$ cat src/rtl/irq_bank_pkg.sv
package irq_bank_pkg;
  // Word offsets of the register views
  localparam int OFS_PEND     = 0;  // raw pending, clear on read, OR on write
  localparam int OFS_PEND_MSK = 1;  // masked pending, clear on read
  localparam int OFS_STAT     = 2;  // raw pending, no side effect
  localparam int OFS_STAT_MSK = 3;  // masked pending, no side effect
  localparam int OFS_MASK     = 4;  // mask register
  localparam int OFS_CLR      = 5;  // write-one-to-clear, reads zero

  // Pending bit positions
  localparam int SRC_PASS      = 0;
  localparam int SRC_BUSOFF    = 1;
  localparam int SRC_OVERRUN   = 2;
  localparam int SRC_RX_BUSERR = 3;
  localparam int SRC_TX_BUSERR = 4;
  localparam int SRC_RX_IRQ    = 5;
  localparam int SRC_TX_IRQ    = 6;
  localparam int SRC_RX_FULL   = 7;
  localparam int SRC_TX_EMPTY  = 8;
  localparam int SRC_RX        = 9;
  localparam int SRC_TX        = 10;
  localparam int SRC_RX_SYNC   = 11;
  localparam int SRC_TX_SYNC   = 12;
  localparam int SRC_RX_ECNT   = 13;
  localparam int SRC_TX_ECNT   = 14;
  localparam int SRC_RX_MISS   = 15;
  localparam int SRC_TX_LOSS   = 16;
  localparam int SRC_COUNT     = 17;
endpackage

$ cat src/rtl/irq_bank_pending.sv
module irq_bank_pending #(
  parameter int NUM_SRC = 17
) (
  input  logic               clk,
  input  logic               rst,
  input  logic [NUM_SRC-1:0] evt,
  input  logic               clr_all,
  input  logic [NUM_SRC-1:0] clr_bits,
  input  logic [NUM_SRC-1:0] set_bits,
  output logic [NUM_SRC-1:0] pend_q
);
  // One sticky flop per source; a new event beats any clear in the same cycle.
  for (genvar b = 0; b < NUM_SRC; b++) begin : g_bit
    logic nxt;
    always_comb begin
      nxt = pend_q[b];
      if (clr_all || clr_bits[b]) nxt = 1'b0;
      if (set_bits[b] || evt[b])  nxt = 1'b1;
    end
    always_ff @(posedge clk) begin
      if (rst) pend_q[b] <= 1'b0;
      else     pend_q[b] <= nxt;
    end
  end
endmodule

$ cat src/rtl/irq_bank_mask.sv
module irq_bank_mask #(
  parameter int NUM_SRC = 17
) (
  input  logic               clk,
  input  logic               rst,
  input  logic               we,
  input  logic [NUM_SRC-1:0] wdata,
  output logic [NUM_SRC-1:0] mask_q
);
  always_ff @(posedge clk) begin
    if (rst)     mask_q <= '0;
    else if (we) mask_q <= wdata;
  end
endmodule

$ cat src/rtl/irq_bank_rdmux.sv
module irq_bank_rdmux
  import irq_bank_pkg::*;
#(
  parameter int NUM_SRC = 17,
  parameter int DATA_W  = 32,
  parameter int ADDR_W  = 3
) (
  input  logic               clk,
  input  logic               rst,
  input  logic               rd,
  input  logic [ADDR_W-1:0]  addr,
  input  logic [NUM_SRC-1:0] pend,
  input  logic [NUM_SRC-1:0] mask,
  output logic [DATA_W-1:0]  rdata_q
);
  logic [NUM_SRC-1:0] view;
  logic [DATA_W-1:0]  view_ext;

  always_comb begin
    view = '0;
    if (addr == ADDR_W'(OFS_PEND) || addr == ADDR_W'(OFS_STAT))
      view = pend;
    else if (addr == ADDR_W'(OFS_PEND_MSK) || addr == ADDR_W'(OFS_STAT_MSK))
      view = pend & mask;
    else if (addr == ADDR_W'(OFS_MASK))
      view = mask;
  end

  if (DATA_W > NUM_SRC) begin : g_pad
    assign view_ext = {{(DATA_W-NUM_SRC){1'b0}}, view};
  end else begin : g_nopad
    assign view_ext = view[DATA_W-1:0];
  end

  always_ff @(posedge clk) begin
    if (rst)     rdata_q <= '0;
    else if (rd) rdata_q <= view_ext;
  end
endmodule

$ cat src/rtl/irq_bank_line.sv
module irq_bank_line #(
  parameter int NUM_SRC = 17
) (
  input  logic               clk,
  input  logic               rst,
  input  logic [NUM_SRC-1:0] pend,
  input  logic [NUM_SRC-1:0] mask,
  output logic               irq_q
);
  always_ff @(posedge clk) begin
    if (rst) irq_q <= 1'b0;
    else     irq_q <= |(pend & mask);
  end
endmodule

$ cat src/rtl/irq_bank.sv
module irq_bank
  import irq_bank_pkg::*;
#(
  parameter int NUM_SRC = 17,
  parameter int DATA_W  = 32,
  parameter int ADDR_W  = 3
) (
  input  logic               clk,
  input  logic               rst,
  input  logic [NUM_SRC-1:0] evt_i,
  input  logic [ADDR_W-1:0]  reg_addr,
  input  logic               reg_wr,
  input  logic [DATA_W-1:0]  reg_wdata,
  input  logic               reg_rd,
  output logic [DATA_W-1:0]  reg_rdata,
  output logic               irq_o
);
  logic [NUM_SRC-1:0] pend_q;
  logic [NUM_SRC-1:0] mask_q;
  logic [NUM_SRC-1:0] wr_bits;
  logic               rd_clear;
  logic               wr_pend;
  logic               wr_mask;
  logic               wr_clr;

  assign wr_bits  = reg_wdata[NUM_SRC-1:0];
  assign rd_clear = reg_rd && (reg_addr == ADDR_W'(OFS_PEND) ||
                               reg_addr == ADDR_W'(OFS_PEND_MSK));
  assign wr_pend  = reg_wr && (reg_addr == ADDR_W'(OFS_PEND));
  assign wr_mask  = reg_wr && (reg_addr == ADDR_W'(OFS_MASK));
  assign wr_clr   = reg_wr && (reg_addr == ADDR_W'(OFS_CLR));

  if (DATA_W > NUM_SRC) begin : g_hi
    logic unused_hi;
    assign unused_hi = ^reg_wdata[DATA_W-1:NUM_SRC];
  end

  irq_bank_pending #(.NUM_SRC(NUM_SRC)) u_pend (
    .clk      (clk),
    .rst      (rst),
    .evt      (evt_i),
    .clr_all  (rd_clear),
    .clr_bits (wr_clr ? wr_bits : '0),
    .set_bits (wr_pend ? wr_bits : '0),
    .pend_q   (pend_q)
  );

  irq_bank_mask #(.NUM_SRC(NUM_SRC)) u_mask (
    .clk    (clk),
    .rst    (rst),
    .we     (wr_mask),
    .wdata  (wr_bits),
    .mask_q (mask_q)
  );

  irq_bank_rdmux #(.NUM_SRC(NUM_SRC), .DATA_W(DATA_W), .ADDR_W(ADDR_W)) u_rdmux (
    .clk     (clk),
    .rst     (rst),
    .rd      (reg_rd),
    .addr    (reg_addr),
    .pend    (pend_q),
    .mask    (mask_q),
    .rdata_q (reg_rdata)
  );

  irq_bank_line #(.NUM_SRC(NUM_SRC)) u_line (
    .clk   (clk),
    .rst   (rst),
    .pend  (pend_q),
    .mask  (mask_q),
    .irq_q (irq_o)
  );
endmodule

$ cat config.mk
export PLATFORM = sky130hd
export DESIGN_NAME = irq_bank
export DESIGN_NICKNAME = d
export VERILOG_FILES = /design/src/rtl/irq_bank_pkg.sv /design/src/rtl/irq_bank_pending.sv /design/src/rtl/irq_bank_mask.sv /design/src/rtl/irq_bank_rdmux.sv /design/src/rtl/irq_bank_line.sv /design/src/rtl/irq_bank.sv
export SDC_FILE = /design/constraint.sdc
export NUM_CORES = 1
export LEC_CHECK = 0
export ABC_CLOCK_PERIOD_IN_PS = 1100
export BUFFER_PORTS_ARGS = -buffer_cell sky130_fd_sc_hd__buf_2
export CAP_MARGIN = 20
export CORE_MARGIN = 10
export CORE_UTILIZATION = 45
export CTS_CLUSTER_DIAMETER = 60
export DETAILED_ROUTE_END_ITERATION = 7
export PLACE_DENSITY = 0.87
export SYNTH_ARGS = -nofsm -noshare
export SYNTH_HDL_FRONTEND = slang
export SYNTH_SLANG_ARGS = --single-unit
$ cat constraint.sdc
create_clock -name clk -period 1.1 [get_ports clk]
set_input_delay 0.22 -clock clk [delete_from_list [all_inputs] [get_ports clk]]
set_output_delay 0.22 -clock clk [all_outputs]
set_load 0.005 [all_outputs]
==> results.json, run 1 <==
{
  "clkSinkCount": 52,
  "multi_input_area_sq_mm": 0.001313,
  "path_cells": "a22o_1 -> a221oi_2 -> and3_1 -> a31oi_1",
  "ys.flop_type": "dfxtp_1",
  "fp.dieW_microns": 94.42,
  "p_leak_nw": 1.281,
  "clockPowerShare_pct": 29.6,
  "synthCells": 314,
  "synth.distinct_cells": 29,
  "cp_max_fo": 2,
  "wl_per_cell_microns": 15.55,
  "p_per_area_mw_per_mm2": 1201,
  "path_class": "reg2reg",
  "via_count": 2437,
  "power_switching_w": 0.001001,
  "area_growth_pct": 26.56,
  "grt_pass1_wl_microns": 11450,
  "dp_hpwl_microns": 5226,
  "hp-start": "reg_wdata[4]",
  "core_sq_mm": 0.005439,
  "p_sw_share_pct": 26.43,
  "seq_area_sq_mm": 0.001047,
  "cts_inserted_buffers": 5,
  "portBuffers": 58,
  "rr_worst_depth": 4,
  "rows": 27,
  "diodes": 0,
  "p_seq_share_pct": 54.3,
  "firstDrtPassIters": 4,
  "first_global_vias": 2409,
  "drive_gt1_share_pct": 30.08,
  "timing.rr.start": "u_mask.mask_q[11]",
  "whs_ns": 0.1671,
  "avgSynthCellArea_sq_um": 7.938,
  "hold_path_class": "in2reg",
  "max_freq_mhz": 914.6,
  "setup_viol": 0,
  "cts_buffer_depth": 2,
  "slowest_stage": "dfxtp_2",
  "wl_microns": 7170,
  "rsz0062_at_grt": "true",
  "synth-seq-cells": 52,
  "layoutNonFillerInstCount": 461,
  "place_area_sq_mm": 0.002992,
  "cp_slowest_stage_delay_ns": 0.33,
  "utilization_pct": 57.99,
  "cp-start-kind": "flop",
  "layout.nets": 444,
  "grt_max_degree": 30,
  "grt_usage_pct": 15.96,
  "io_pins": 89,
  "syn_area_sq_mm": 0.002492,
  "skew_ns": 0.007138,
  "fillers": 471,
  "routabilityCongestion": 0.8672,
  "synthArstFlopShare_pct": 0,
  "clock_latency_ns": 0.31,
  "start_util_pct": 45.82,
  "ys_warn_count": 0,
  "dp.cells": 451,
  "power_report.internal_total_w": 0.002786,
  "min_period_ns": 1.093,
  "status": "complete, no violations",
  "path_clk_slew_ns": 0.09,
  "hold_viol": 0,
  "startpoint": "u_mask.mask_q[11]",
  "final_area_sq_mm": 0.003154,
  "maxCapViolCount": 0,
  "antenna_found_initial": 0,
  "irDropWorstVdd_mv": 0.5954,
  "seq_area_frac_synth_pct": 41.77,
  "fin_crit_sh_pct": 99.40,
  "reg2reg_slack_ns": 0.007,
  "combPwrFrac_pct": 16.1,
  "cp_data_required_time_ns": 1.28,
  "cts_htree_levels": 2,
  "holdPathStages": 3,
  "hold_buffers": 0,
  "die_height_microns": 94.42,
  "drc": 0,
  "synth_edf_count": 0,
  "first_iter_violations": 175,
  "cp-end-kind": "flop",
  "slew_viol_final": 0,
  "cp.arrival_ns": 1.28,
  "cts_tree": "done",
  "cts_root_buffer": "clkbuf_8",
  "die_area_sq_mm": 0.008915,
  "via_per_inst": 5.286,
  "grt.overflow.total": 0,
  "ant_nets": 0
}
## per-stage QoR
step                      worst slack [ns]  power (W)  setup TNS (ns)
after detailed placement           -0.1738   0.002676          -4.759
after CTS                        0.0006373   0.003785               0
after global routing              -0.06244   0.003943        -0.06884
final                             0.006649   0.003787               0
after global placement             -0.1242   0.002657          -3.616
after floorplan                   0.009866   0.002420               0
## Yosys cell counts (3+ instances only)
cell type   n  area (sq um)
clkbuf_1    8         30.03
o21ai_0     7         35.03
a211oi_1    9         67.56
nor3b_1     9         67.56
a21oi_1    60         300.3
a311oi_1    8         70.07
a22oi_1     4         30.03
nor2_4      3         33.78
buf_6       4         45.04
nor2_1     18         67.56
buf_4      18         135.1
nand3_1    17         85.08
dfxtp_1    52          1041
buf_2       5         25.02
nand2_1    60         225.2
nor2b_1    17         106.4
## repair_timing
| item | in CTS | in global routing |
|---|---|---|
| gates resized for setup | 4 | 10 |
| endpoints found under the setup margin | 1 | 9 |
| pin swaps | 3 | 2 |
| cloned | 0 | 0 |
| endpoints found under the hold margin | 0 | 0 |
| buffers inserted | 1 | 1 |
## layer usage
layer	up-vias	wire [microns]	track usage, %
met5	-	0	0
met2	122	3374	26.83
met3	11	848	5.630
li1	1207	-	-
met1	1097	2813	17.78
met4	0	132	7.089
## cell usage in the layout, fill, tap and decap left out, drive strengths merged, types with 7 or more instances in the layout
master | netlist | final
a211oi | 9 | 9
nand3 | 17 | 17
nand2 | 61 | 61
conb | 1 | 15
buf | 28 | 89
o21ai | 8 | 8
a311oi | 8 | 8
a21oi | 60 | 60
nor2b | 17 | 17
clkbuf | 8 | 7
nor3b | 9 | 9
dfxtp | 52 | 52
nor2 | 21 | 21
## sequential cells by signal, indices dropped and copies added (netlist names)
| register | cells |
|---|---|
| u_mask.mask_q | 17 |
| u_pend.pend_q | 17 |
| u_rdmux.rdata_q | 17 |
| u_line.irq_q | 1 |
## layout make-up
type                       instances  area share, %
clock buffer                       7          2.737
clock inverter                     1         0.2380
multi-input combinational        240          41.61
sequential                        52          33.20
tap                               72          2.856
timing repair buffer              89          19.36
## power by group through the flow
stage,sequential (W),combinational (W),clock [W]
after global routing,0.00207,0.000676,0.00120
after floorplan,0.00208,0.000339,0
after CTS,0.00205,0.000592,0.00114
after detailed placement,0.00209,0.000584,0
after global placement,0.00209,0.000571,0
final,0.00206,0.000609,0.00112
## critical path, delay by kind of cell (launching register included)
kind,cells,cell delay [ns]
flops,1,0.33
simple gates,1,0.18
compound gates,3,0.46
## kinds of logic after synthesis
family / synth area share, %
AOI/OAI and AO/OA: 22.09
buffers and inverters: 9.588
DFF: 41.77
other: 0.1505
and+or+nand+nor: 26.41
## path summary, 6_finish.rpt
check | endpoint
max | u_line.irq_q
min | u_mask.mask_q[4]
max reg2reg | u_line.irq_q
min reg2reg | u_rdmux.rdata_q[4]
No activity file was read; power rests on OpenSTA's default activity.
==> inputs of run 2 (changes only) <==
--- a/config.mk
+++ b/config.mk
@@ -13,6 +13,7 @@
 export CTS_CLUSTER_DIAMETER = 60
 export DETAILED_ROUTE_END_ITERATION = 7
 export PLACE_DENSITY = 0.87
+export RECOVER_POWER = 25
 export SYNTH_ARGS = -nofsm -noshare
 export SYNTH_HDL_FRONTEND = slang
 export SYNTH_SLANG_ARGS = --single-unit
==> results.json, run 2 (synthesis gave the netlist of run 1 again) <==
{
  "grt_max_degree": 30,
  "cp-start-kind": "flop",
  "fillers": 477,
  "layoutNonFillerInstCount": 461,
  "whs_ns": 0.1686,
  "grt_pass1_wl_microns": 11450,
  "first_global_vias": 2409,
  "via_per_inst": 5.336,
  "clock_latency_ns": 0.30,
  "clockPowerShare_pct": 29.6,
  "layout.nets": 444,
  "timing.rr.start": "u_mask.mask_q[11]",
  "slew_viol_final": 0,
  "dp_hpwl_microns": 5226,
  "hold_viol": 0,
  "first_iter_violations": 187,
  "cp.arrival_ns": 1.27,
  "cts_htree_levels": 2,
  "io_pins": 89,
  "firstDrtPassIters": 5,
  "cp-end-kind": "flop",
  "min_period_ns": 1.091,
  "irDropWorstVdd_mv": 0.5959,
  "drc": 0,
  "antenna_found_initial": 0,
  "fin_crit_sh_pct": 99.20,
  "path_clk_slew_ns": 0.09,
  "core_sq_mm": 0.005439,
  "dp_slack_ns": -0.1738,
  "routabilityCongestion": 0.8672,
  "path_cells": "a22o_1 -> a221oi_2 -> and3_1 -> a31oi_1",
  "rows": 27,
  "power_switching_w": 0.0009945,
  "path_class": "reg2reg",
  "cp_data_required_time_ns": 1.28,
  "layout_common_cells": "nand2_1 (60), a21oi_1 (60), buf_2 (58)",
  "die_height_microns": 94.42,
  "setup_viol": 0,
  "dp.cells": 451,
  "slowest_stage": "dfxtp_2",
  "wl_per_cell_microns": 15.54,
  "diodes": 0,
  "maxCapViolCount": 0,
  "startpoint": "u_mask.mask_q[11]",
  "cp_max_fo": 2,
  "p_sw_share_pct": 26.36,
  "cts_root_buffer": "clkbuf_8",
  "grt.overflow.total": 0,
  "worst_slack_ns": 0.008779,
  "power_report.internal_total_w": 0.002779,
  "hp-start": "reg_wdata[4]",
  "total_power_w": 0.003773,
  "p_leak_nw": 1.264,
  "max_freq_mhz": 916.4,
  "start_util_pct": 45.82,
  "largest_registers": "u_mask.mask_q (17), u_pend.pend_q (17), u_rdmux.rdata_q (17)",
  "fp.dieW_microns": 94.42,
  "portBuffers": 58,
  "grt_usage_pct": 15.96,
  "skew_ns": 0.007975,
  "wl_microns": 7165,
  "die_area_sq_mm": 0.008915,
  "cp_slowest_stage_delay_ns": 0.33,
  "ant_nets": 0,
  "cts_tree": "done",
  "hold_path_class": "in2reg",
  "utilization_pct": 57.44,
  "rsz0062_at_grt": "true",
  "clkSinkCount": 52,
  "p_per_area_mw_per_mm2": 1208,
  "status": "complete, no violations",
  "cts_buffer_depth": 2,
  "cts_inserted_buffers": 5,
  "combPwrFrac_pct": 15.9,
  "drive_gt1_share_pct": 29.31,
  "p_seq_share_pct": 54.5,
  "via_count": 2460,
  "area_growth_pct": 25.35,
  "hold_buffers": 0
}
## run 2: cell types whose count changed in the layout (fill, tap and decap cells not counted), sizes merged
cell | previous run | this run
buf | 89 | 86
clkbuf | 7 | 10
## run 2: layout make-up
type                       count  area [sq um]  share of cell area [%]
tap                           72         90.09                   2.883
timing repair buffer          89         588.1                   18.82
multi-input combinational    240          1305                   41.77
clock buffer                   7         86.33                   2.763
clock inverter                 1         7.507                  0.2403
sequential                    52          1047                   33.52
## run 2: power by group through the flow
stage / clock network, W / logic, W / registers (W)
3_5_place_dp: 0 / 0.000584 / 0.00209
6_report: 0.00112 / 0.000601 / 0.00206
2_1_floorplan: 0 / 0.000339 / 0.00208
5_1_grt: 0.00120 / 0.000666 / 0.00207
4_1_cts: 0.00114 / 0.000592 / 0.00205
3_3_place_gp: 0 / 0.000571 / 0.00209
## run 2: final timing paths
check | to | slack, ns | cells after the start
worst max-delay path | u_line.irq_q | 0.009 | 4
worst min-delay path | u_mask.mask_q[4] | 0.17 | 3
worst max register to register | u_line.irq_q | 0.009 | 4
worst min register to register | u_rdmux.rdata_q[4] | 0.49 | 2
## run 2: metal layers
| metal | up-vias | global-route usage [%] | routed length [microns] |
|---|---|---|---|
| met4 | 0 | 7.089 | 122 |
| met3 | 9 | 5.630 | 775 |
| met5 | - | 0 | 0 |
| met1 | 1122 | 17.78 | 2891 |
| li1 | 1205 | - | - |
| met2 | 124 | 26.83 | 3375 |
## run 2: worst max-delay path: cells and delay by family (launching register included)
kind | cells | cell delay, ns
AO/OA/AOI/OAI | 3 | 0.46
flip-flops | 1 | 0.33
AND/OR/NAND/NOR | 1 | 0.18
## run 2: metrics by stage
stage,setup TNS [ns],area [sq um]
after CTS,0,3108
after global placement,-3.616,2992
after global routing,-0.1242,3124
final,0,3124
after floorplan,0,2549
after detailed placement,-4.759,2992
## run 2: repair_timing
item	4_1_cts	5_1_grt
endpoints found under the setup margin	1	9
setup buffers	1	1
resized for setup	4	10
pin swaps	3	2
endpoints found under the hold margin	0	0
==> inputs of run 3 (changes only) <==
--- a/config.mk
+++ b/config.mk
@@ -9,10 +9,11 @@
 export BUFFER_PORTS_ARGS = -buffer_cell sky130_fd_sc_hd__buf_2
 export CAP_MARGIN = 20
 export CORE_MARGIN = 10
-export CORE_UTILIZATION = 45
+export CORE_UTILIZATION = 46
+export CTS_BUF_LIST = sky130_fd_sc_hd__clkbuf_8
 export CTS_CLUSTER_DIAMETER = 60
 export DETAILED_ROUTE_END_ITERATION = 7
-export PLACE_DENSITY = 0.87
+export PLACE_DENSITY = 0.89
 export RECOVER_POWER = 25
 export SYNTH_ARGS = -nofsm -noshare
 export SYNTH_HDL_FRONTEND = slang
==> results.json, run 3 (synthesis gave the netlist of run 1 again) <==
{
  "path_class": "reg2reg",
  "power_report.internal_total_w": 0.003414,
  "worst_slack_ns": -0.1325,
  "largest_registers": "u_mask.mask_q (17), u_pend.pend_q (17), u_rdmux.rdata_q (17)",
  "p_per_area_mw_per_mm2": 1389,
  "routabilityCongestion": 0.8984,
  "start_util_pct": 48.19,
  "cp_max_fo": 2,
  "cp_data_required_time_ns": 1.27,
  "diodes": 0,
  "first_iter_violations": 236,
  "drc": 0,
  "clockPowerShare_pct": 40.1,
  "slew_viol_final": 0,
  "status": "finished, violations left",
  "clkSinkCount": 52,
  "setup_viol": 2,
  "min_period_ns": 1.232,
  "clock_latency_ns": 0.31,
  "area_growth_pct": 29.02,
  "wl_per_cell_microns": 16.06,
  "layout.nets": 445,
  "cp-end-kind": "flop",
  "grt_usage_pct": 16.09,
  "drive_gt1_share_pct": 31.28,
  "path_clk_slew_ns": 0.09,
  "firstDrtPassIters": 7,
  "dp_hpwl_microns": 5289,
  "p_leak_nw": 1.314,
  "die_area_sq_mm": 0.008763,
  "hold_viol": 0,
  "skew_ns": 0.004555,
  "first_global_vias": 2465,
  "p_sw_share_pct": 23.58,
  "via_per_inst": 5.407,
  "dp.cells": 452,
  "worstMarginPinSlew_ns": 0.5116,
  "fillers": 454,
  "die_height_microns": 93.61,
  "layoutNonFillerInstCount": 460,
  "cts_htree_levels": 2,
  "cp-start-kind": "flop",
  "cts_root_buffer": "clkbuf_8",
  "path_cells": "a22o_1 -> a221oi_2 -> and3_1 -> a31oi_2",
  "portBuffers": 58,
  "core_sq_mm": 0.005172,
  "cp_slowest_stage_delay_ns": 0.33,
  "antenna_found_initial": 0,
  "violations": "negative setup slack",
  "rows": 26,
  "slew_headroom_pct": 65.89,
  "grt_max_degree": 29,
  "grt.overflow.total": 0,
  "slowest_stage": "dfxtp_2",
  "power_switching_w": 0.001053,
  "irDropWorstVdd_mv": 0.9098,
  "max_freq_mhz": 811.4,
  "fp.dieW_microns": 93.61,
  "hold_path_class": "in2reg",
  "cts_tree": "done",
  "whs_ns": 0.1553,
  "io_pins": 89,
  "via_count": 2487,
  "layout_common_cells": "nand2_1 (60), a21oi_1 (59), buf_2 (57)",
  "final_common_cell": "nand2_1",
  "rsz0062_at_grt": "true",
  "ant_nets": 0,
  "cts_inserted_buffers": 5,
  "cts_buffer_depth": 2,
  "grt_pass1_wl_microns": 11530,
  "p_seq_share_pct": 46.0,
  "cp.arrival_ns": 1.40,
  "fin_crit_sh_pct": 112.0,
  "wl_microns": 7386,
  "combPwrFrac_pct": 13.9,
  "maxCapViolCount": 0
}
## run 3: worst max-delay path, delay by kind of cell (launching register included)
kind	cells	cell delay (ns)
compound gates	3	0.53
flops	1	0.33
simple gates	1	0.23
## run 3: worst paths after layout
path / from / end / slack [ns] / cells after the start
max reg2reg: u_pend.pend_q[11] / u_line.irq_q / -0.13 / 4
min: reg_wdata[6] / u_mask.mask_q[6] / 0.16 / 3
max: u_pend.pend_q[11] / u_line.irq_q / -0.13 / 4
min reg2reg: u_mask.mask_q[6] / u_mask.mask_q[6] / 0.48 / 2
## run 3: through the flow
stage	setup WS [ns]	TNS, ns	cell area, sq um	total power [W]	util, %
2_1_floorplan	0.009866	0	2549	0.002420	-
3_3_place_gp	-0.1615	-4.218	2999	0.002659	57.98
3_5_place_dp	-0.2300	-6.068	2999	0.002683	57.98
4_1_cts	-0.1013	-0.1013	3167	0.004451	61.22
5_1_grt	-0.1833	-0.4378	3216	0.004635	62.17
6_report	-0.1325	-0.1687	3216	0.004467	62.17
## run 3: final cells by class
class,instances,area [sq um],area share [%]
Sequential cell,52,1052,32.72
Clock buffer,5,68.82,2.140
Timing Repair Buffer,90,595.6,18.52
Tap cell,70,87.58,2.724
Clock inverter,3,90.09,2.802
Multi-Input combinational cell,240,1321,41.09
## run 3: repair_timing
item,CTS,global route
endpoints found under the hold margin,0,0
cloned,0,0
hold buffers,0,0
setup endpoints to repair,2,10
resized for setup,3,18
pin swaps,2,5
buffers inserted,0,0
## run 3: power by group through the flow
stage | logic [W] | registers [W] | clock network, W
6_report | 0.000622 | 0.00206 | 0.00179
5_1_grt | 0.000686 | 0.00207 | 0.00188
4_1_cts | 0.000598 | 0.00205 | 0.00180
3_5_place_dp | 0.000592 | 0.00209 | 0
3_3_place_gp | 0.000575 | 0.00208 | 0
2_1_floorplan | 0.000339 | 0.00208 | 0
## run 3: layer usage
metal,global-route usage [%],vias up,routed length (microns)
li1,-,1215,-
met1,20.13,1118,3109
met2,25.00,130,3276
met3,4.317,24,718
met4,7.848,0,282
met5,0,-,0
